<file path="src/rtl/ccd_seq_pkg.sv">
package ccd_seq_pkg;
  localparam int ADDR_W       = 8;
  localparam int DATA_W       = 16;
  localparam int NUM_HTOG     = 6;
  localparam int HTOG_ODD_CNT = 2;
  localparam int PAT_STRIDE   = 16;

  localparam logic [ADDR_W-1:0] A_CTRL      = 8'h00;
  localparam logic [ADDR_W-1:0] A_REP_ODD   = 8'h01;
  localparam logic [ADDR_W-1:0] A_REP_EVEN  = 8'h02;
  localparam logic [ADDR_W-1:0] A_IDLE      = 8'h03;
  localparam logic [ADDR_W-1:0] A_HTOG_BASE = 8'h10;
  localparam logic [ADDR_W-1:0] A_PAT_BASE  = 8'h20;

  localparam int CTRL_REPALT_BIT = 0;
  localparam int CTRL_HALT_BIT   = 1;
  localparam int CTRL_SEQ_LSB    = 8;
  localparam int CTRL_SEC_LSB    = 12;

  function automatic logic [ADDR_W-1:0] pat_addr(input int p, input int off);
    return A_PAT_BASE + ADDR_W'(p * PAT_STRIDE + off);
  endfunction

  function automatic logic [ADDR_W-1:0] htog_addr(input int i);
    return A_HTOG_BASE + ADDR_W'(i);
  endfunction
endpackage

</file>
<file path="src/rtl/ccd_seq_regs.sv">
module ccd_seq_regs import ccd_seq_pkg::*; #(
  parameter int NUM_V   = 6,
  parameter int NUM_PAT = 4,
  parameter int PIX_W   = 12,
  parameter int VLEN_W  = 10,
  parameter int REP_W   = 4,
  parameter int SEL_W   = 2
) (
  input  logic                                       clk,
  input  logic                                       rst_n,
  input  logic                                       hd,
  input  logic                                       wr_en,
  input  logic [ADDR_W-1:0]                          wr_addr,
  input  logic [DATA_W-1:0]                          wr_data,
  output logic                                       rep_alt,
  output logic                                       hblk_alt,
  output logic [SEL_W-1:0]                           seq_sel,
  output logic [SEL_W-1:0]                           sec_sel,
  output logic [REP_W-1:0]                           rep_odd,
  output logic [REP_W-1:0]                           rep_even,
  output logic [NUM_V-1:0]                           idle_lvl,
  output logic [NUM_HTOG-1:0][PIX_W-1:0]             htog,
  output logic [NUM_PAT-1:0][VLEN_W-1:0]             pat_len,
  output logic [NUM_PAT-1:0][NUM_V-1:0]              pat_start,
  output logic [NUM_PAT-1:0][NUM_V-1:0][VLEN_W-1:0]  pat_t1,
  output logic [NUM_PAT-1:0][NUM_V-1:0][VLEN_W-1:0]  pat_t2
);
  typedef struct packed {
    logic                                      rep_alt;
    logic                                      hblk_alt;
    logic [SEL_W-1:0]                          seq_sel;
    logic [SEL_W-1:0]                          sec_sel;
    logic [REP_W-1:0]                          rep_odd;
    logic [REP_W-1:0]                          rep_even;
    logic [NUM_V-1:0]                          idle_lvl;
    logic [NUM_HTOG-1:0][PIX_W-1:0]            htog;
    logic [NUM_PAT-1:0][VLEN_W-1:0]            len;
    logic [NUM_PAT-1:0][NUM_V-1:0]             start;
    logic [NUM_PAT-1:0][NUM_V-1:0][VLEN_W-1:0] t1;
    logic [NUM_PAT-1:0][NUM_V-1:0][VLEN_W-1:0] t2;
  } cfg_t;

  function automatic cfg_t cfg_rst();
    cfg_t c;
    c      = '0;
    c.htog = '1;
    return c;
  endfunction

  cfg_t sh_q, sh_d, lv_q, lv_d;
  logic unused_bits;
  assign unused_bits = ^wr_data;

  // shadow next state: decode one write per cycle
  always_comb begin
    sh_d = sh_q;
    if (wr_en) begin
      if (wr_addr == A_CTRL) begin
        sh_d.rep_alt  = wr_data[CTRL_REPALT_BIT];
        sh_d.hblk_alt = wr_data[CTRL_HALT_BIT];
        sh_d.seq_sel  = wr_data[CTRL_SEQ_LSB +: SEL_W];
        sh_d.sec_sel  = wr_data[CTRL_SEC_LSB +: SEL_W];
      end
      if (wr_addr == A_REP_ODD)  sh_d.rep_odd  = wr_data[REP_W-1:0];
      if (wr_addr == A_REP_EVEN) sh_d.rep_even = wr_data[REP_W-1:0];
      if (wr_addr == A_IDLE)     sh_d.idle_lvl = wr_data[NUM_V-1:0];
      for (int i = 0; i < NUM_HTOG; i++) begin
        if (wr_addr == htog_addr(i)) sh_d.htog[i] = wr_data[PIX_W-1:0];
      end
      for (int p = 0; p < NUM_PAT; p++) begin
        if (wr_addr == pat_addr(p, 0)) sh_d.len[p]   = wr_data[VLEN_W-1:0];
        if (wr_addr == pat_addr(p, 1)) sh_d.start[p] = wr_data[NUM_V-1:0];
        for (int v = 0; v < NUM_V; v++) begin
          if (wr_addr == pat_addr(p, 2 + 2*v)) sh_d.t1[p][v] = wr_data[VLEN_W-1:0];
          if (wr_addr == pat_addr(p, 3 + 2*v)) sh_d.t2[p][v] = wr_data[VLEN_W-1:0];
        end
      end
    end
  end

  // live copy follows the shadow only at a line boundary
  always_comb begin
    lv_d = lv_q;
    if (hd) lv_d = sh_q;
  end

  always_ff @(posedge clk or negedge rst_n) begin
    if (!rst_n) begin
      sh_q <= cfg_rst();
      lv_q <= cfg_rst();
    end else begin
      sh_q <= sh_d;
      lv_q <= lv_d;
    end
  end

  assign rep_alt   = lv_q.rep_alt;
  assign hblk_alt  = lv_q.hblk_alt;
  assign seq_sel   = lv_q.seq_sel;
  assign sec_sel   = lv_q.sec_sel;
  assign rep_odd   = lv_q.rep_odd;
  assign rep_even  = lv_q.rep_even;
  assign idle_lvl  = lv_q.idle_lvl;
  assign htog      = lv_q.htog;
  assign pat_len   = lv_q.len;
  assign pat_start = lv_q.start;
  assign pat_t1    = lv_q.t1;
  assign pat_t2    = lv_q.t2;

  AST_LIVE_HOLD_MIDLINE: assert property (@(posedge clk) disable iff (!rst_n)
    !hd |=> $stable(lv_q));
endmodule

</file>
<file path="src/rtl/ccd_line_ctr.sv">
module ccd_line_ctr #(
  parameter int PIX_W = 12
) (
  input  logic             clk,
  input  logic             rst_n,
  input  logic             hd,
  input  logic             vd,
  input  logic             vsg_line,
  output logic [PIX_W-1:0] pix,
  output logic             pix_max,
  output logic             line_odd,
  output logic             vsg_live
);
  localparam logic [PIX_W-1:0] PIX_TOP = '1;

  logic [PIX_W-1:0] pix_q, pix_d;
  logic             odd_q, odd_d;
  logic             vsg_q, vsg_d;

  always_comb begin
    pix_d = pix_q;
    odd_d = odd_q;
    vsg_d = vsg_q;
    if (hd) begin
      pix_d = '0;
      odd_d = vd ? 1'b1 : ~odd_q;
      vsg_d = vsg_line;
    end else begin
      if (pix_q != PIX_TOP) pix_d = pix_q + PIX_W'(1);
      if (vd) odd_d = 1'b0;
    end
  end

  always_ff @(posedge clk or negedge rst_n) begin
    if (!rst_n) begin
      pix_q <= PIX_TOP;
      odd_q <= 1'b0;
      vsg_q <= 1'b0;
    end else begin
      pix_q <= pix_d;
      odd_q <= odd_d;
      vsg_q <= vsg_d;
    end
  end

  assign pix      = pix_q;
  assign pix_max  = (pix_q == PIX_TOP);
  assign line_odd = odd_q;
  assign vsg_live = vsg_q;

  AST_PIX_RESTART: assert property (@(posedge clk) disable iff (!rst_n)
    hd |=> pix == '0);
  AST_PIX_SATURATE: assert property (@(posedge clk) disable iff (!rst_n)
    !hd && pix_max |=> pix_max);
  AST_PARITY_FLIP: assert property (@(posedge clk) disable iff (!rst_n)
    hd && !vd |=> line_odd != $past(line_odd));
  AST_FIELD_FIRST_ODD: assert property (@(posedge clk) disable iff (!rst_n)
    hd && vd |=> line_odd);
  AST_FIELD_CLEAR: assert property (@(posedge clk) disable iff (!rst_n)
    vd && !hd |=> !line_odd);
endmodule

</file>
<file path="src/rtl/ccd_vpat_gen.sv">
module ccd_vpat_gen #(
  parameter int NUM_V   = 6,
  parameter int NUM_PAT = 4,
  parameter int PIX_W   = 12,
  parameter int VLEN_W  = 10,
  parameter int REP_W   = 4,
  parameter int SEL_W   = 2
) (
  input  logic                                       clk,
  input  logic                                       rst_n,
  input  logic                                       hd,
  input  logic [PIX_W-1:0]                           pix,
  input  logic                                       pix_max,
  input  logic                                       line_odd,
  input  logic                                       vsg_live,
  input  logic                                       rep_alt,
  input  logic [SEL_W-1:0]                           seq_sel,
  input  logic [SEL_W-1:0]                           sec_sel,
  input  logic [REP_W-1:0]                           rep_odd,
  input  logic [REP_W-1:0]                           rep_even,
  input  logic [NUM_V-1:0]                           idle_lvl,
  input  logic [NUM_PAT-1:0][VLEN_W-1:0]             pat_len,
  input  logic [NUM_PAT-1:0][NUM_V-1:0]              pat_start,
  input  logic [NUM_PAT-1:0][NUM_V-1:0][VLEN_W-1:0]  pat_t1,
  input  logic [NUM_PAT-1:0][NUM_V-1:0][VLEN_W-1:0]  pat_t2,
  output logic [NUM_V-1:0]                           v_out
);
  logic [VLEN_W-1:0] ph_q, ph_d;
  logic [REP_W-1:0]  rc_q, rc_d;
  logic [VLEN_W-1:0] sel_len;
  logic [REP_W-1:0]  n_rep;
  logic              grp_on;
  logic [PIX_W-1:0]  sec_start;
  logic [PIX_W-1:0]  ph2;
  logic              sec_on;
  logic [NUM_V-1:0]  lvl1, lvl2;

  assign sel_len   = pat_len[seq_sel];
  assign n_rep     = (rep_alt && !line_odd) ? rep_even : rep_odd;
  assign grp_on    = (rc_q < n_rep) && (sel_len != '0);
  assign sec_start = PIX_W'(pat_len[sec_sel]);
  assign sec_on    = vsg_live && (pix >= sec_start);
  assign ph2       = pix - sec_start;

  // phase within the pattern and count of finished replays
  always_comb begin
    ph_d = ph_q;
    rc_d = rc_q;
    if (hd) begin
      ph_d = '0;
      rc_d = '0;
    end else if (grp_on && !pix_max) begin
      if (ph_q == sel_len - VLEN_W'(1)) begin
        ph_d = '0;
        rc_d = rc_q + REP_W'(1);
      end else begin
        ph_d = ph_q + VLEN_W'(1);
      end
    end
  end

  always_ff @(posedge clk or negedge rst_n) begin
    if (!rst_n) begin
      ph_q <= '0;
      rc_q <= '0;
    end else begin
      ph_q <= ph_d;
      rc_q <= rc_d;
    end
  end

  for (genvar v = 0; v < NUM_V; v++) begin : g_lvl
    assign lvl1[v] = pat_start[seq_sel][v]
                   ^ (ph_q >= pat_t1[seq_sel][v])
                   ^ (ph_q >= pat_t2[seq_sel][v]);
    assign lvl2[v] = pat_start[sec_sel][v]
                   ^ (ph2 >= PIX_W'(pat_t1[sec_sel][v]))
                   ^ (ph2 >= PIX_W'(pat_t2[sec_sel][v]));
  end

  always_comb begin
    if (sec_on)      v_out = lvl2;
    else if (grp_on) v_out = lvl1;
    else             v_out = idle_lvl;
  end

  AST_PHASE_IN_LENGTH: assert property (@(posedge clk) disable iff (!rst_n)
    grp_on |-> ph_q < sel_len);
  AST_REPEAT_BOUND: assert property (@(posedge clk) disable iff (!rst_n)
    rc_q <= n_rep);
  AST_SECOND_ONCE: assert property (@(posedge clk) disable iff (!rst_n)
    sec_on && !hd |=> sec_on);
endmodule

</file>
<file path="src/rtl/ccd_hblk_gen.sv">
module ccd_hblk_gen import ccd_seq_pkg::*; #(
  parameter int PIX_W = 12
) (
  input  logic                           clk,
  input  logic                           rst_n,
  input  logic                           hd,
  input  logic [PIX_W-1:0]               pix,
  input  logic                           pix_max,
  input  logic                           line_odd,
  input  logic                           hblk_alt,
  input  logic [NUM_HTOG-1:0][PIX_W-1:0] htog,
  output logic                           hblk
);
  localparam logic [PIX_W-1:0] TOG_OFF = '1;

  logic [NUM_HTOG-1:0] hit;

  for (genvar i = 0; i < NUM_HTOG; i++) begin : g_tog
    localparam logic FOR_ODD = (i < HTOG_ODD_CNT);
    logic en;
    assign en     = !hblk_alt || (line_odd == FOR_ODD);
    assign hit[i] = en && (htog[i] != TOG_OFF) && (pix >= htog[i]);
  end

  assign hblk = ^hit;

  AST_HBLK_FROZEN_AT_TOP: assert property (@(posedge clk) disable iff (!rst_n)
    !hd && pix_max |=> $stable(hblk));
endmodule

</file>
<file path="src/rtl/ccd_line_seq.sv">
module ccd_line_seq import ccd_seq_pkg::*; #(
  parameter int NUM_V   = 6,
  parameter int NUM_PAT = 4,
  parameter int PIX_W   = 12,
  parameter int VLEN_W  = 10,
  parameter int REP_W   = 4
) (
  input  logic              clk,
  input  logic              rst_n,
  input  logic              hd,
  input  logic              vd,
  input  logic              vsg_line,
  input  logic              wr_en,
  input  logic [ADDR_W-1:0] wr_addr,
  input  logic [DATA_W-1:0] wr_data,
  output logic [NUM_V-1:0]  v_out,
  output logic              hblk,
  output logic              line_odd,
  output logic [PIX_W-1:0]  pix_cnt
);
  localparam int SEL_W = $clog2(NUM_PAT);

  logic                                      rep_alt, hblk_alt;
  logic [SEL_W-1:0]                          seq_sel, sec_sel;
  logic [REP_W-1:0]                          rep_odd, rep_even;
  logic [NUM_V-1:0]                          idle_lvl;
  logic [NUM_HTOG-1:0][PIX_W-1:0]            htog;
  logic [NUM_PAT-1:0][VLEN_W-1:0]            pat_len;
  logic [NUM_PAT-1:0][NUM_V-1:0]             pat_start;
  logic [NUM_PAT-1:0][NUM_V-1:0][VLEN_W-1:0] pat_t1, pat_t2;
  logic [PIX_W-1:0]                          pix;
  logic                                      pix_max, vsg_live;

  ccd_seq_regs #(.NUM_V(NUM_V), .NUM_PAT(NUM_PAT), .PIX_W(PIX_W), .VLEN_W(VLEN_W),
                 .REP_W(REP_W), .SEL_W(SEL_W)) u_regs (
    .clk(clk), .rst_n(rst_n), .hd(hd), .wr_en(wr_en), .wr_addr(wr_addr), .wr_data(wr_data),
    .rep_alt(rep_alt), .hblk_alt(hblk_alt), .seq_sel(seq_sel), .sec_sel(sec_sel),
    .rep_odd(rep_odd), .rep_even(rep_even), .idle_lvl(idle_lvl), .htog(htog),
    .pat_len(pat_len), .pat_start(pat_start), .pat_t1(pat_t1), .pat_t2(pat_t2));

  ccd_line_ctr #(.PIX_W(PIX_W)) u_line (
    .clk(clk), .rst_n(rst_n), .hd(hd), .vd(vd), .vsg_line(vsg_line),
    .pix(pix), .pix_max(pix_max), .line_odd(line_odd), .vsg_live(vsg_live));

  ccd_vpat_gen #(.NUM_V(NUM_V), .NUM_PAT(NUM_PAT), .PIX_W(PIX_W), .VLEN_W(VLEN_W),
                 .REP_W(REP_W), .SEL_W(SEL_W)) u_vpat (
    .clk(clk), .rst_n(rst_n), .hd(hd), .pix(pix), .pix_max(pix_max),
    .line_odd(line_odd), .vsg_live(vsg_live), .rep_alt(rep_alt),
    .seq_sel(seq_sel), .sec_sel(sec_sel), .rep_odd(rep_odd), .rep_even(rep_even),
    .idle_lvl(idle_lvl), .pat_len(pat_len), .pat_start(pat_start),
    .pat_t1(pat_t1), .pat_t2(pat_t2), .v_out(v_out));

  ccd_hblk_gen #(.PIX_W(PIX_W)) u_hblk (
    .clk(clk), .rst_n(rst_n), .hd(hd), .pix(pix), .pix_max(pix_max),
    .line_odd(line_odd), .hblk_alt(hblk_alt), .htog(htog), .hblk(hblk));

  assign pix_cnt = pix;
endmodule

</file>
<file path="config.mk">
export PLATFORM = sky130hd
export DESIGN_NAME = ccd_line_seq
export DESIGN_NICKNAME = d
export VERILOG_FILES = /design/src/rtl/ccd_seq_pkg.sv /design/src/rtl/ccd_seq_regs.sv /design/src/rtl/ccd_line_ctr.sv /design/src/rtl/ccd_vpat_gen.sv /design/src/rtl/ccd_hblk_gen.sv /design/src/rtl/ccd_line_seq.sv
export SDC_FILE = /design/constraint.sdc
export NUM_CORES = 2
export LEC_CHECK = 0
export ABC_AREA = 1
export CORE_AREA = 3 3 394 299
export CTS_CLUSTER_DIAMETER = 50
export CTS_CLUSTER_SIZE = 25
export DETAILED_ROUTE_END_ITERATION = 10
export DIE_AREA = 0 0 397 302
export PLACE_DENSITY_LB_ADDON = 0.05
export SETUP_SLACK_MARGIN = 0.05
export SLEW_MARGIN = 20
export SYNTH_ARGS = -nofsm -noshare
export SYNTH_HDL_FRONTEND = slang
export SYNTH_HIERARCHICAL = 1
export SYNTH_SLANG_ARGS = --single-unit
</file>
<file path="constraint.sdc">
create_clock -name clk -period 6.5 [get_ports clk]
set_clock_uncertainty 0.1 [all_clocks]
set_input_delay 1.3 -clock clk [delete_from_list [all_inputs] [get_ports clk]]
set_output_delay 1.3 -clock clk [all_outputs]
set_load 0.03 [all_outputs]
</file>
==> run_results.csv <==
group,metric,value,unit
synth,synth.avg_cell_area,8.527,um^2
finish,final-seq-area,32740,um^2
timing,maxSlewViolCount,0,
hold_path,min_path_cells,2,
finish,nFillCells,9311,
pwr,p_per_area,278.2,nW/um^2
finish,stdcell_count,9543,
setup_path,r2r_end,"u_vpat/ph_q[8]",
setup_path,cp-end-kind,"output port",
synth,synth_edf_count,0,
synth,postSynth.asyncResetShare,100.0,%
setup_path,crit_chain,"buf_4, buf_6, nand2_1, a32o_1, ha_1, nand2_1, inv_1, a21oi_4, xnor2_4, buf_4, ha_1, inv_1, o31a_1, nand2_1, nand2_1, nand3_1, inv_1, nand2_1, nand3_1, nand2_1, nand3_1, nand2_2, buf_12",
timing,final.min_clock_period,6.324,ns
hold_path,hold_path.class,"flop to flop",
drt,via_count,56810,
clock_tree,cts_root_buffer,"clkbuf_16",
die,start_util,60.20,%
die,fp.dieArea,119900,um^2
clock_tree,cts_buffer_depth,3,
drt,drc,0,
die,die_h,302,um
pwr,ir_drop,0.0002502,V
clock_tree,clock_sinks,1300,
pwr,p_leak,38.94,nW
setup_path,slowest_stage,"dfrtp_4",
flow_run,maxCapViolations,0,
placement,gp_congestion,0.8932,
clock_tree,cts_max_level,3,
global_route,grt_pass1_wl,325.1,mm
timing,fmax,158.1,MHz
drt,vias_per_cell,5.953,
drt,finalWirelength,212.3,mm
clock_tree,cts-buffers-inserted,120,
timing,grt_setup_unrepaired,"yes",
setup_path,r2r_start,"u_regs/seq_sel[0]",
clock_tree,path_clk_slew,0.07,ns
finish,multi_input_area,32210,um^2
synth,synthesis.area,68430,um^2
synth,synth-seq-cells,1300,
timing,hold_viol,0,
setup_path,critPathRequiredTime,5.10,ns
timing,post-route-period-util,97.29,%
die,io_pins,50,
drt,postRouteAntennaNets,0,
setup_path,cpMostUsedCell,"nand2_1",
placement,portBuffers,47,
placement,place_inst,9297,
setup_path,startpoint,"u_regs/sec_sel[0]",
global_route,grt_max_degree,283,
global_route,first_global_vias,54320,
synth,synth_cell_types,58,
global_route,antenna_found_initial,6,
placement,placed_area,70670,um^2
drt,drt_iter0_drc,5989,
clock_tree,clk_latency,0.74,ns
timing,finalSetupTns,0,ns
setup_path,critPathCapture,"v_out[3]",
die,die_w,397,um
synth,syn_inst,8025,
run_status,status,"finished clean",
finish,nNetsFinal,8272,
placement,dp_hpwl,127.7,mm
finish,n_antenna_cell,0,
placement,pre_cts_ws,0.09619,ns
global_route,grt.overflow.total,0,
clock_tree,cts_tree,"done",
timing,setup_violations,0,
setup_path,crit_fanout,12,
setup_path,critical-path-max-stage-delay,0.53,ns
setup_path,crit_family,"buffers and inverters",
finish,post-route-util,66.13,%
finish,area_growth,9.850,%
synth,synth-seq-area-share,47.83,%
clock_tree,cts.hold.buffers_added,0,
synth,syn_nets,8385,
die,coreArea,113700,um^2
setup_path,crit_type,"flop to output port",
setup_path,r2r_setup_slack,2.91,ns
setup_path,cp-start-kind,"flop",
setup_path,rr_worst_depth,13,
timing,worstMarginPinSlew,1.159,ns
setup_path,cp_num_cells,23,
drt,dr.pass1.iters,6,
timing,slew_headroom,22.74,%
synth,ys_warn_count,6,
setup_path,cp.buffers_inverters,7,
global_route,grtUsageTotal,35.23,%
setup_path,arrival,4.92,ns
drt,wire_per_inst,22.24,um
finish,fin_area,75170,um^2
timing,layout_setup_ws,0.1764,ns
finish,drive_gt1_share,15.58,%
die,fp-row-count,107,
synth,synth_ff_type,"dfrtp_1",
-- metrics by stage --
stage | power [W] | hold slack [ns]
floorplan | 0.01152 | 0.3355
global placement | 0.01321 | 0.3474
detailed placement | 0.01336 | 0.3528
CTS | 0.02086 | 0.3677
global route | 0.02182 | 0.3816
finish | 0.02091 | 0.3671
-- cells by family after synthesis --
kind of cell	share of synthesized area (%)
AO/OA/AOI/OAI	9.872
XOR/XNOR	0.4242
adder cells (fa/ha/maj)	6.045
buffers and inverters	5.506
flip-flops	47.83
multiplexers	9.128
AND/OR/NAND/NOR	21.20
-- state kept, by name, summed over array words and instances (netlist names) --
| name | cells |
|---|---|
| u_regs/pat_len | 40 |
| u_regs/htog | 72 |
| u_line/vsg_live | 1 |
| u_line/pix | 12 |
| u_regs/sec_sel | 2 |
| u_regs/rep_odd | 4 |
| u_regs/rep_even | 4 |
| u_regs/rep_alt | 1 |
| u_vpat/rc_q | 4 |
| u_regs/sh_q | 636 |
| u_regs/idle_lvl | 6 |
| u_regs/hblk_alt | 1 |
| u_regs/pat_start | 24 |
| u_regs/seq_sel | 2 |
| u_regs/pat_t2 | 240 |
| u_regs/pat_t1 | 240 |
| u_line/line_odd | 1 |
| u_vpat/ph_q | 10 |
-- synthesized netlist by cell type (all sizes together) (32+ instances only) --
cell	instances	share of area (%)
a21oi	430	3.2
buf	133	0.99
clkbuf	309	1.7
dfrtp	1144	42
dfstp	156	6.0
ha	329	6.0
inv	512	2.8
mux2	552	9.1
nand2	2363	13
nand3	375	2.8
nand4	37	0.36
nor2	781	4.5
nor3	32	0.23
o21ai	635	4.7
o21bai	89	0.98
-- per-layer routing --
layer	global-route usage (%)	up-vias	share of wire, %
met5	0	-	0.021
met4	13.15	6	4.2
met3	6.588	463	9.6
met2	52.76	2448	43
met1	51.23	27850	43
li1	-	26040	-
-- placed cells by master, fill, tap and decap left out, types with 45 or more instances in the layout --
cell,instances
nand2_1,2334
dfrtp_1,1140
nor2_1,730
o21ai_0,630
mux2_2,552
inv_1,501
a21oi_1,422
nand3_1,356
ha_1,325
dfstp_2,156
buf_4,128
clkbuf_16,125
o21bai_1,88
nor2_2,45
-- worst reg2reg max path, stage by stage (launching register included) --
cell     delay, ns
dfrtp_4       0.70
inv_6         0.56
buf_4         0.39
nand2_1       0.09
nand3_1       0.09
nand2_2       0.10
ha_1          0.30
xnor3_1       0.38
inv_1         0.07
nand2_1       0.06
nor2_2        0.16
nand4_4       0.15
o21ai_4       0.25
nor2_1        0.08
-- where the power goes --
group	internal [W]	switching [W]
logic	0.00162	0.00302
clock network	0.00383	0.00355
registers	0.00857	0.000315
total	0.0140	0.00688
-- final cells by class --
type	instances	area share [%]
flip-flops and latches	1300	43.56
multi-input cells	5769	42.85
clock buffers	137	4.233
repair buffers	206	2.986
inverters	514	2.608
well taps	1526	2.540
clock inverters	90	1.210
repair inverters	1	0.01165
-- worst min path at each step --
stage | end | from | slack (ns)
2_1_floorplan | u_line/vsg_live | u_line/vsg_live | 0.34
3_3_place_gp | u_regs/sh_q[184] | u_regs/sh_q[184] | 0.35
3_5_place_dp | u_regs/sh_q[464] | u_regs/sh_q[464] | 0.35
4_1_cts | u_regs/sh_q[612] | u_regs/sh_q[612] | 0.37
5_1_grt | u_regs/sh_q[565] | u_regs/sh_q[565] | 0.38
6_report | u_regs/sh_q[172] | u_regs/sh_q[172] | 0.37
-- timing repair --
item	CTS	global route
endpoints found under the setup margin	6	6
pin swaps	1	8
cloned	2	1
setup buffers	13	3
resized for setup	15	26
(Power assumes the default switching activity.)
